`src/rtl/mc_datapath.sv`:
```
module mc_datapath #(
  parameter int W    = 16,
  parameter int NREG = 16
) (
  input  logic             clk,
  input  logic             clear,
  input  logic [1:0]       alu_op,
  input  logic [1:0]       log_op,
  input  logic             shift_arith,
  input  logic             carry_in,
  input  logic             add_en,
  input  logic             is_cmp,
  input  logic             psr_we,
  input  logic [1:0]       a_sel,
  input  logic             b_sel,
  input  logic             wb_sel,
  input  logic [1:0]       imm_kind,
  input  logic             rf_we,
  input  logic [3:0]       wr_addr,
  input  logic             ld_pc,
  input  logic             ld_mar,
  input  logic             ld_mdr,
  input  logic             ld_ir,
  input  logic             ld_alu,
  input  logic             ld_imm,
  input  logic [W-1:0]     mem_rdata,
  output logic [W-1:0]     ir_out,
  output logic [W-1:0]     mar_out,
  output logic             flag_z,
  output logic             flag_l,
  output logic             flag_n,
  output logic             flag_f,
  output logic             flag_c,
  output logic             branch_taken
);
  localparam int SHW = $clog2(W);

  logic [W-1:0] rf [NREG];
  logic [W-1:0] pc, mdr, ir, alu_q, imm;
  logic [4:0]   psr;

  logic [W-1:0] rdst, rsrc, op_a, op_b, alu_y, shifted, logic_y, imm_next, wb;
  logic [W:0]   sum;
  logic         ovf, arith, shr;
  logic [SHW-1:0] amt;
  logic [3:0]   cond;

  assign rdst = rf[ir[11:8]];
  assign rsrc = rf[ir[3:0]];

  always_comb begin
    case (a_sel)
      2'b00:   op_a = pc;
      2'b01:   op_a = rdst;
      2'b10:   op_a = rsrc;
      default: op_a = '0;
    endcase
  end

  assign op_b = b_sel ? imm : rsrc;

  assign sum = add_en ? ({1'b0, op_a} + {1'b0, op_b} + {{W{1'b0}}, carry_in})
                      : ({1'b0, op_a} + {1'b0, ~op_b} + {{W{1'b0}}, ~carry_in});

  assign ovf = add_en ? (op_a[W-1] == op_b[W-1]) && (sum[W-1] != op_a[W-1])
                      : (op_a[W-1] != op_b[W-1]) && (sum[W-1] != op_a[W-1]);

  always_comb begin
    case (log_op)
      2'b00:   logic_y = op_a | op_b;
      2'b01:   logic_y = op_a ^ op_b;
      2'b10:   logic_y = op_a & op_b;
      default: logic_y = '0;
    endcase
  end

  assign amt = op_b[SHW-1:0];
  assign shr = op_b[SHW];

  always_comb begin
    if (!shr)             shifted = op_a << amt;
    else if (shift_arith) shifted = W'($signed(op_a) >>> amt);
    else                  shifted = op_a >> amt;
  end

  assign arith = (alu_op == 2'b00);

  always_comb begin
    case (alu_op)
      2'b00:   alu_y = sum[W-1:0];
      2'b01:   alu_y = logic_y;
      default: alu_y = shifted;
    endcase
  end

  always_comb begin
    case (imm_kind)
      2'b10:   imm_next = {{(W-4){ir[3]}}, ir[3:0]};
      2'b11:   imm_next = W'(1);
      default: imm_next = {{(W-8){ir[7]}}, ir[7:0]};
    endcase
  end

  assign wb = wb_sel ? mdr : alu_q;

  always_ff @(posedge clk) begin
    if (clear) begin
      for (int i = 0; i < NREG; i++) rf[i] <= '0;
    end else if (rf_we) begin
      rf[wr_addr] <= wb;
    end
  end

  always_ff @(posedge clk) begin
    if (clear) begin
      pc      <= '0;
      mar_out <= '0;
      mdr     <= '0;
      ir      <= '0;
      alu_q   <= '0;
      imm     <= '0;
      psr     <= '0;
    end else begin
      if (ld_pc)              pc      <= alu_y;
      if (ld_mar)             mar_out <= alu_y;
      if (ld_mdr)             mdr     <= mem_rdata;
      if (ld_ir)              ir      <= mem_rdata;
      if (ld_alu && !is_cmp)  alu_q   <= alu_y;
      if (ld_imm)             imm     <= imm_next;
      if (psr_we)
        psr <= {op_a == op_b, op_a < op_b, $signed(op_a) < $signed(op_b),
                arith & ovf, arith & sum[W]};
    end
  end

  assign ir_out = ir;
  assign {flag_z, flag_l, flag_n, flag_f, flag_c} = psr;

  assign cond = ir[11:8];
  always_comb begin
    case (cond)
      4'd0:    branch_taken = flag_z;
      4'd1:    branch_taken = !flag_z;
      4'd2:    branch_taken = flag_l;
      4'd3:    branch_taken = flag_n;
      4'd15:   branch_taken = 1'b1;
      default: branch_taken = 1'b0;
    endcase
  end
endmodule

```
`config.mk`:
```
export PLATFORM = sky130hd
export DESIGN_NAME = mc_datapath
export DESIGN_NICKNAME = d
export VERILOG_FILES = /design/src/rtl/mc_datapath.sv
export SDC_FILE = /design/constraint.sdc
export NUM_CORES = 1
export LEC_CHECK = 0
export BUFFER_PORTS_ARGS = -buffer_cell sky130_fd_sc_hd__buf_2
export CAP_MARGIN = 0
export CORE_MARGIN = 2
export CORE_UTILIZATION = 35
export CTS_CLUSTER_SIZE = 10
export DETAILED_ROUTE_END_ITERATION = 10
export PLACE_DENSITY = 0.59
export REMOVE_ABC_BUFFERS = 1
export SKIP_LAST_GASP = 1
export SYNTH_ARGS = -nofsm -noshare
export SYNTH_HDL_FRONTEND = slang
export SYNTH_SLANG_ARGS = --single-unit
```
`constraint.sdc`:
```
create_clock -name clk -period 5.78 [get_ports clk]
set_input_delay 0.289 -clock clk [delete_from_list [all_inputs] [get_ports clk]]
set_output_delay 0.289 -clock clk [all_outputs]
set_load 0.1 [all_outputs]
```
==> run_results.csv, run 1 <==
group,metric,value,unit
worst_setup_path,required,6210,ps
pwr,irDropWorstVdd,0.000201,V
clock_network,clock_sinks,357,
finish,nFillCells,6127,
clock_network,clkTransAtPathRegs,50,ps
synthesis,synthCells,2191,
synthesis,avgSynthCellArea,10.1,um^2
hold_path,hold_class,"input pin to flop",
pwr,power,7530,uW
floorplan,die_w,255,um
synthesis,synthFlopType,"edfxtp_1",
synthesis,synthMuxAreaShare,16.9,%
route,drcViolationCount,0,
route,detail_route.first_pass.iterations,6,
synthesis,synth_compound_gate_area_share,15.5,%
run_status,outcome,"complete, no violations",
floorplan,dieArea,65200,um^2
timing,setup_ws,315,ps
timing,hold_viol,0,
floorplan,row_count,92,
pwr,p_leak,0.00917,uW
clock_network,cts_setup_buffers,0,
clock_network,clock_latency,610,ps
clock_network,cts_made_buffers,43,
timing,fmax,183,MHz
grt,antenna_found_initial,1,
timing,drv_slew,0,
timing,rsz0062_at_grt,"no",
finish,utilization,40.0,%
placed_design,place_hpwl,64000,um
worst_setup_path,cp.depth,15,
synthesis,ys_warn_count,0,
clock_network,cts_buffer_depth,3,
floorplan,core_area,62700,um^2
worst_setup_path,critPathMaxStageDelay,650,ps
pwr,p_per_area,300,nW/um^2
grt,grt.total_usage,27.0,%
synthesis,synth_largest_type_area_fraction,34.8,%
timing,tightestPinTransition,1370,ps
worst_setup_path,critical_path_class,"flop to flop",
grt,grt_pass1_vias,18700,
timing,finalSetupViolCount,0,
route,first_iter_violations,2588,
synthesis,synth-simple-area-share,15.4,%
synthesis,synthTopCellsByCount,"415 x nor2_1, 256 x edfxtp_1, 211 x mux2i_1, 137 x nand2_1, 110 x clkbuf_1",
timing,maxSlewHeadroom,8.11,%
job,maxCapViolCount,0,
worst_setup_path,cp_top_family,"compound AO/OA/AOI/OAI gates",
worst_setup_path,path_cells,"buf_4 > mux4_2 > a22oi_2 > a21oi_1 > or3_1 > ha_1 > nor2_1 > nand3_1 > o31a_1 > a211oi_1 > o31a_1 > o21ai_0 > o31a_1 > o32ai_1 > a211oi_1",
timing,whs,49.1,ps
finish,regArea,9720,um^2
synthesis,yosys-top-cells-area,"edfxtp_1 35%, mux2i_1 9.6%, dfxtp_1 9.1%",
floorplan,die_height,255,um
clock_network,root_buffer,"clkbuf_16",
synthesis,ys_types,91,
route,via_count,19100,
grt,grt_max_degree,60,
finish,fin_nets,2369,
worst_setup_path,cp_max_fo,19,
clock_network,hold_buffers,16,
worst_setup_path,slowest_stage,"dfxtp_4",
timing,period_needed,5470,ps
finish,drive_above_1_share,16.0,%
synthesis,synth_xor_area_share,0.198,%
worst_setup_path,worstRegToRegCells,15,
grt,grt.overflow.total,0,
worst_setup_path,cp-start-kind,"flop",
synthesis,async_flop_share,0,%
route,wl_per_cell,28.7,um
placed_design,place_ws,442,ps
timing,fin_crit_sh,94.6,%
worst_setup_path,crit_buf_inv,1,
synthesis,synth_top_family_by_area,"multiplexers",
finish,multi_input_area,11300,um^2
floorplan,ioPinCount,82,
timing,fin_skew,34.1,ps
grt,grt_first_pass_wirelength,130000,um
floorplan,start_util,35.2,%
synthesis,synth_fa_ha_area_share,3.07,%
synthesis,synth_most_common_cell,"nor2_1",
placed_design,place.gp.congestion,0.970,
worst_setup_path,arrival,5890,ps
route,vias_per_cell,6.09,
route,routed_wl,90000,um
synthesis,synth_edf_count,256,
route,antenna_left,0,
finish,syn_to_final_growth,13.4,%
clock_network,cts_resized,0,
worst_setup_path,end_kind,"flop",
hold_path,holdPathStages,2,
synthesis,netlist_area,22100,um^2
placed_design,io_buffers,81,
worst_setup_path,cpMostUsedCell,"o31a_1",
clock_network,h-tree-depth,2,
synthesis,ys_ff_latch,357,
synthesis,yosys.area.top_type,"edfxtp_1",
synthesis,ys_seq_area_share,43.9,%
clock_network,tritoncts,"done",
-- final timing paths --
check | startpoint | end | slack [ps]
worst max-delay path | flop | mar_out[15] | 310
worst min-delay path | ld_imm | imm[0] | 50
worst max register to register | flop | mar_out[15] | 310
worst min register to register | mar_out[7] | mar_out[7] | 480
-- metal layers --
| metal | track usage, % | routed length [um] | vias to the layer above |
|---|---|---|---|
| li1 | - | - | 8307 |
| met1 | 35.1 | 36000 | 9522 |
| met2 | 43.3 | 41800 | 1075 |
| met3 | 6.26 | 8590 | 197 |
| met4 | 10.5 | 3640 | 2 |
| met5 | 0 | 11 | - |
-- through the flow --
stage | instances | setup TNS, ps | cell area [um^2]
2_1_floorplan | 2018 | -107300 | 21300
3_3_place_gp | 3057 | 0 | 23600
3_5_place_dp | 3057 | 0 | 23600
4_1_cts | 3137 | 0 | 25100
5_1_grt | 3137 | 0 | 25100
6_report | 3138 | 0 | 25100
-- registers in the layout (all words and copies together) (netlist names), named ones only --
register  count
mdr          16
psr           5
pc           16
mar_out      16
ir_out       16
alu_q        16
imm           8
rf          256
-- cells by family (layout without fill, tap and decap cells) --
| logic type | after synthesis | count (layout) |
|---|---|---|
| AND/OR/NAND/NOR | 772 | 772 |
| AO/OA/AOI/OAI | 469 | 469 |
| flip-flops | 357 | 357 |
| multiplexers | 287 | 287 |
| buffers and inverters | 248 | 348 |
| adder cells (fa/ha/maj) | 53 | 53 |
| XOR/XNOR | 5 | 5 |
| other | 0 | 1 |
-- cell usage in the layout, fill, tap and decap left out, drive strengths merged, types with 9 or more instances in the layout --
cell type and count:
o22ai 27, mux4 69, o31ai 16, inv 75, or3 11, a22o 28
o32ai 15, ha 51, o211ai 17, and3 15, o21ai 65, a221oi 9
dfxtp 101, buf 193, a22oi 57, clkbuf 58, mux2i 211, a211oi 44
edfxtp 256, a21o 10, nor3 29, nand4 15, nor2b 21, nand2 138
a21oi 62, nand3 60, a311oi 12, nand2b 26, dlygate4sd3 16, and2 18
o21a 10, nor2 415, a31oi 24
-- area by class of cell --
cell class / instances / share of cell area [%]
Multi-Input combinational cell: 1586 / 45.2
Clock inverter: 6 / 0.434
Sequential cell: 357 / 38.8
Clock buffer: 58 / 4.64
Tap cell: 846 / 4.22
Timing Repair Buffer: 209 / 5.66
Inverter: 75 / 1.13
Antenna cell: 1 / 0.00998
-- power breakdown --
part	switching [uW]	internal (uW)	total [uW]
clock network	1090	1450	2540
registers	107	2870	2980
logic	1370	645	2020
total	2570	4960	7530
-- worst register-to-register path: stages, from the launching register on --
cell and delay [ps]:
dfxtp_4 650, buf_4 410, mux4_2 560, a22oi_2 310, a21oi_1 140, or3_1 500, ha_1 390, nor2_1 160
nand3_1 150, o31a_1 300, a211oi_1 420, o31a_1 250, o21ai_0 160, o31a_1 300, o32ai_1 470, a211oi_1 140
(Power assumes the default switching activity.)
==> inputs of run 2 (changes only) <==
--- a/config.mk
+++ b/config.mk
@@ -7,6 +7,7 @@
 export LEC_CHECK = 0
 export BUFFER_PORTS_ARGS = -buffer_cell sky130_fd_sc_hd__buf_2
 export CAP_MARGIN = 0
+export CORE_ASPECT_RATIO = 1.2
 export CORE_MARGIN = 2
 export CORE_UTILIZATION = 35
 export CTS_CLUSTER_SIZE = 10
==> run_results.csv, run 2 (synthesis gave the netlist of run 1 again) <==
group,metric,value,unit
run_status,outcome,"complete, no violations",
timing,period_needed,5550,ps
route,drcViolationCount,0,
finish,nFillCells,6138,
clock_network,cts_made_buffers,43,
worst_setup_path,worstRegToRegCells,18,
finish,largest_register_ffs,256,
route,first_iter_violations,2468,
timing,finalSetupViolCount,0,
route,vias_per_cell,6.24,
worst_setup_path,end_kind,"flop",
clock_network,clkTransAtPathRegs,60,ps
grt,grt_max_degree,76,
route,via_count,19500,
pwr,p_seq_share,39.2,%
grt,grt.total_usage,28.0,%
clock_network,tritoncts,"done",
route,antenna_left,0,
route,detail_route.first_pass.iterations,6,
timing,tightestPinTransition,1180,ps
floorplan,core_area,62300,um^2
clock_network,clock_sinks,357,
pwr,comb_power_share,27.2,%
pwr,irDropWorstVdd,0.000208,V
finish,final_cell_mix,"414 x nor2_1, 256 x edfxtp_1, 211 x mux2i_1",
finish,drive_above_1_share,16.4,%
floorplan,start_util,35.5,%
hold_path,hold_class,"input pin to flop",
clock_network,cts_resized,0,
pwr,clock_power_share,33.6,%
worst_setup_path,r2r_end,"mar_out[14]",
finish,fin_nets,2376,
hold_path,worstHoldEndpoint,"mdr[11]",
grt,grt_pass1_vias,19000,
pwr,p_per_area,303,nW/um^2
floorplan,ioPinCount,82,
placed_design,place_hpwl,65600,um
finish,syn_to_final_growth,13.4,%
pwr,p_sw,2570,uW
pwr,switching_share,33.9,%
worst_setup_path,arrival,5960,ps
pwr,internal_power,5020,uW
hold_path,hp-start,"mem_rdata[11]",
grt,antenna_found_initial,3,
timing,fmax,180,MHz
placed_design,io_buffers,81,
timing,rsz0062_at_grt,"no",
route,wl_per_cell,29.6,um
floorplan,die_height,279,um
job,maxCapViolCount,0,
grt,grt.overflow.total,0,
finish,n_antenna_cell,0,
clock_network,clock_latency,570,ps
timing,maxSlewHeadroom,21.1,%
finish,stdcell_count,3117,
placed_design,placedCellCount,3039,
clock_network,h-tree-depth,2,
finish,final_common_cell,"nor2_1",
timing,hold_viol,0,
clock_network,root_buffer,"clkbuf_16",
finish,top_register,"rf",
grt,grt_first_pass_wirelength,133000,um
finish,utilization,40.2,%
timing,drv_slew,0,
placed_design,place.gp.congestion,1.07,
worst_setup_path,r2r_slack,230,ps
worst_setup_path,cp-start-kind,"flop",
timing,fin_skew,20.9,ps
worst_setup_path,required,6180,ps
worst_setup_path,cp_max_fo,19,
hold_path,holdPathStages,3,
clock_network,cts_buffer_depth,3,
worst_setup_path,critical_path_class,"flop to flop",
floorplan,dieArea,65200,um^2
timing,fin_crit_sh,96.0,%
pwr,p_leak,0.00920,uW
floorplan,row_count,100,
route,routed_wl,92300,um
floorplan,die_w,233,um
[run 2: critical path, cell delays in order (launching register included)]
cell and delay (ps):
dfxtp_4 580, mux4_2 560, mux2i_1 250, mux2i_1 160
a221o_1 460, ha_1 400, inv_1 60, ha_1 160
or2_2 320, fa_1 440, nor2b_1 140, o21a_1 180
o21a_1 230, o211ai_1 300, and2_1 240, o211ai_1 130
mux2i_1 140, a211oi_1 470, o32ai_1 160
[run 2: final cells by class]
type | instances | area (um^2) | share of cell area, %
clock inverters | 4 | 72.6 | 0.289
multi-input cells | 1586 | 11300 | 45.2
flip-flops and latches | 357 | 9720 | 38.8
inverters | 75 | 284 | 1.13
well taps | 816 | 1020 | 4.07
clock buffers | 63 | 1190 | 4.75
repair buffers | 216 | 1460 | 5.82
[run 2: per-layer routing]
metal	global-route usage (%)	up-vias	share of wire, %
met1	34.7	9618	37
met2	45.5	1213	47
met5	0	-	0.015
met4	16.5	2	6.8
li1	-	8329	-
met3	5.05	298	9.0
[run 2: worst max path at each step]
stage,startpoint,to,slack (ps)
2_1_floorplan,flop,alu_q[10],-2600
3_3_place_gp,flop,mar_out[14],420
3_5_place_dp,flop,mar_out[14],330
4_1_cts,flop,mar_out[14],290
5_1_grt,flop,pc[8],9
6_report,flop,mar_out[14],230
[run 2: through the flow]
stage / hold slack (ps) / setup slack, ps / TNS [ps] / power (uW) / area, um^2
detailed placement: 452 / 329 / 0 / 5020 / 23700
finish: 20.7 / 229 / 0 / 7590 / 25100
floorplan: 354 / -2600 / -107300 / 4230 / 21300
global placement: 440 / 417 / 0 / 5010 / 23700
CTS: 4.06 / 293 / 0 / 7540 / 25100
global route: 14.8 / 8.67 / 0 / 7820 / 25100
[run 2: timing repair]
item	4_1_cts	5_1_grt
setup buffers	0	0
hold buffers	11	0
endpoints found under the hold margin	16	0
[run 2: power by group through the flow]
stage	combinational, uW	sequential [uW]	clock (uW)
2_1_floorplan	1070	3160	0
3_3_place_gp	1990	3020	0
3_5_place_dp	1990	3020	0
4_1_cts	2010	2970	2570
5_1_grt	2160	2990	2670
6_report	2070	2980	2550
==> inputs of run 3 (changes only) <==
--- a/config.mk
+++ b/config.mk
@@ -5,14 +5,16 @@
 export SDC_FILE = /design/constraint.sdc
 export NUM_CORES = 1
 export LEC_CHECK = 0
-export BUFFER_PORTS_ARGS = -buffer_cell sky130_fd_sc_hd__buf_2
 export CAP_MARGIN = 0
 export CORE_ASPECT_RATIO = 1.2
 export CORE_MARGIN = 2
 export CORE_UTILIZATION = 35
+export CTS_CLUSTER_DIAMETER = 200
 export CTS_CLUSTER_SIZE = 10
 export DETAILED_ROUTE_END_ITERATION = 10
-export PLACE_DENSITY = 0.59
+export DONT_BUFFER_PORTS = 1
+export GPL_ROUTABILITY_DRIVEN = 0
+export PLACE_DENSITY = 0.58
 export REMOVE_ABC_BUFFERS = 1
 export SKIP_LAST_GASP = 1
 export SYNTH_ARGS = -nofsm -noshare
==> run_results.csv, run 3 (synthesis gave the netlist of run 1 again) <==
group,metric,value,unit
hold_path,hold_class,"input pin to flop",
floorplan,core_area,62300,um^2
grt,grt_first_pass_wirelength,129000,um
finish,final_common_cell,"nor2_1",
timing,drv_slew,0,
worst_setup_path,cp_max_fo,12,
clock_network,clkTransAtPathRegs,80,ps
clock_network,cts_buffer_depth,3,
clock_network,clock_sinks,357,
timing,tns,0,ps
worst_setup_path,cp_top_family,"compound AO/OA/AOI/OAI gates",
clock_network,tritoncts,"done",
route,routed_wl,90200,um
grt,grt_max_degree,81,
finish,utilization,39.7,%
timing,finalSetupViolCount,0,
timing,fin_skew,25.8,ps
finish,syn_to_final_growth,11.9,%
route,vias_per_cell,6.39,
worst_setup_path,arrival,6200,ps
timing,fmax,175,MHz
route,first_iter_violations,2588,
grt,grt.overflow.total,0,
clock_network,root_buffer,"clkbuf_16",
finish,fin_nets,2298,
worst_setup_path,crit_buf_inv,2,
finish,drive_above_1_share,12.2,%
worst_setup_path,critical_path_class,"flop to flop",
floorplan,die_w,233,um
route,detail_route.first_pass.iterations,6,
worst_setup_path,path_cells,"mux4_2 > mux2i_1 > mux2i_1 > a221o_1 > ha_1 > inv_1 > ha_1 > or2_2 > fa_1 > nor2b_1 > o21a_1 > o21a_1 > nor2_1 > nor2_1 > o32ai_1 > mux2i_1 > o2111a_1 > a211oi_2 > dlygate4sd3_1",
worst_setup_path,cp-start-kind,"flop",
pwr,power,7370,uW
timing,whs,21.7,ps
grt,grt_pass1_vias,18900,
worst_setup_path,cpMostUsedCell,"mux2i_1",
timing,hold_viol,0,
route,drcViolationCount,0,
timing,setup_ws,57.2,ps
pwr,p_per_area,298,nW/um^2
clock_network,cts_made_buffers,41,
worst_setup_path,required,6260,ps
floorplan,ioPinCount,82,
placed_design,place_hpwl,60500,um
route,via_count,19400,
worst_setup_path,slowest_stage,"dlygate4sd3_1",
grt,antenna_found_initial,2,
grt,grt.total_usage,27.1,%
finish,final_cell_mix,"414 x nor2_1, 256 x edfxtp_1, 211 x mux2i_1",
floorplan,row_count,100,
timing,maxSlewHeadroom,5.31,%
floorplan,die_height,279,um
placed_design,io_buffers,0,
timing,tightestPinTransition,1420,ps
timing,fin_crit_sh,99.0,%
floorplan,start_util,35.5,%
route,antenna_left,0,
finish,largest_register_ffs,256,
worst_setup_path,critPathMaxStageDelay,570,ps
job,maxCapViolCount,0,
placed_design,place_ws,353,ps
run_status,outcome,"complete, no violations",
clock_network,clock_latency,590,ps
pwr,irDropWorstVdd,0.000215,V
timing,period_needed,5720,ps
timing,rsz0062_at_grt,"yes",
worst_setup_path,end_kind,"flop",
pwr,p_leak,0.00880,uW
route,wl_per_cell,29.7,um
floorplan,dieArea,65200,um^2
clock_network,h-tree-depth,2,
finish,top_register,"rf",
run 3: layout make-up:
type | count | area, um^2
multi-input cells | 1586 | 11300
clock inverters | 4 | 71.3
well taps | 816 | 1020
diodes | 3 | 7.51
fillers | 6022 | 37600
flip-flops and latches | 357 | 9720
clock buffers | 57 | 1090
repair buffers | 140 | 1210
inverters | 75 | 284
run 3: worst paths after layout:
check	from	cells past startpoint	end	slack (ps)
setup / recovery	flop	19	mar_out[6]	60
hold / removal	psr_we	2	psr[2]	20
setup reg to reg	flop	19	mar_out[6]	60
hold reg to reg	imm[2]	2	imm[2]	480
run 3: worst register-to-register path: cells and delay by family, from the launching register on:
kind | cells | cell delay (ps)
compound gates | 6 | 1660
flops | 1 | 490
simple gates | 4 | 630
fa+ha+maj | 3 | 1020
buf+inv | 2 | 630
mux | 4 | 1190
run 3: timing repair:
action                                  4_1_cts  5_1_grt
endpoints found under the setup margin        0        4
hold endpoints to repair                     88        0
hold buffers                                 41        0
buffers inserted                              0        1
resized for setup                             0        2
run 3: stage by stage:
step	cells	instance area, um^2
floorplan	2018	21300
global placement	2932	23100
detailed placement	2932	23100
CTS	3034	24700
global route	3037	24700
finish	3038	24700
run 3: where the power goes:
part           total, uW  leakage [uW]  internal, uW  switching (uW)
Clock               2400      0.000556          1310            1090
Combinational       1830       0.00478           633            1200
Sequential          3140       0.00347          2870             272
Total               7370       0.00880          4810            2560
run 3: routing by layer:
| layer | up-vias | wire (um) | track usage, % |
|---|---|---|---|
| met5 | - | 18 | 0 |
| met4 | 2 | 7060 | 17.4 |
| met3 | 385 | 10000 | 7.02 |
| met2 | 1360 | 41000 | 43.3 |
| met1 | 9468 | 32200 | 32.3 |
| li1 | 8188 | - | - |
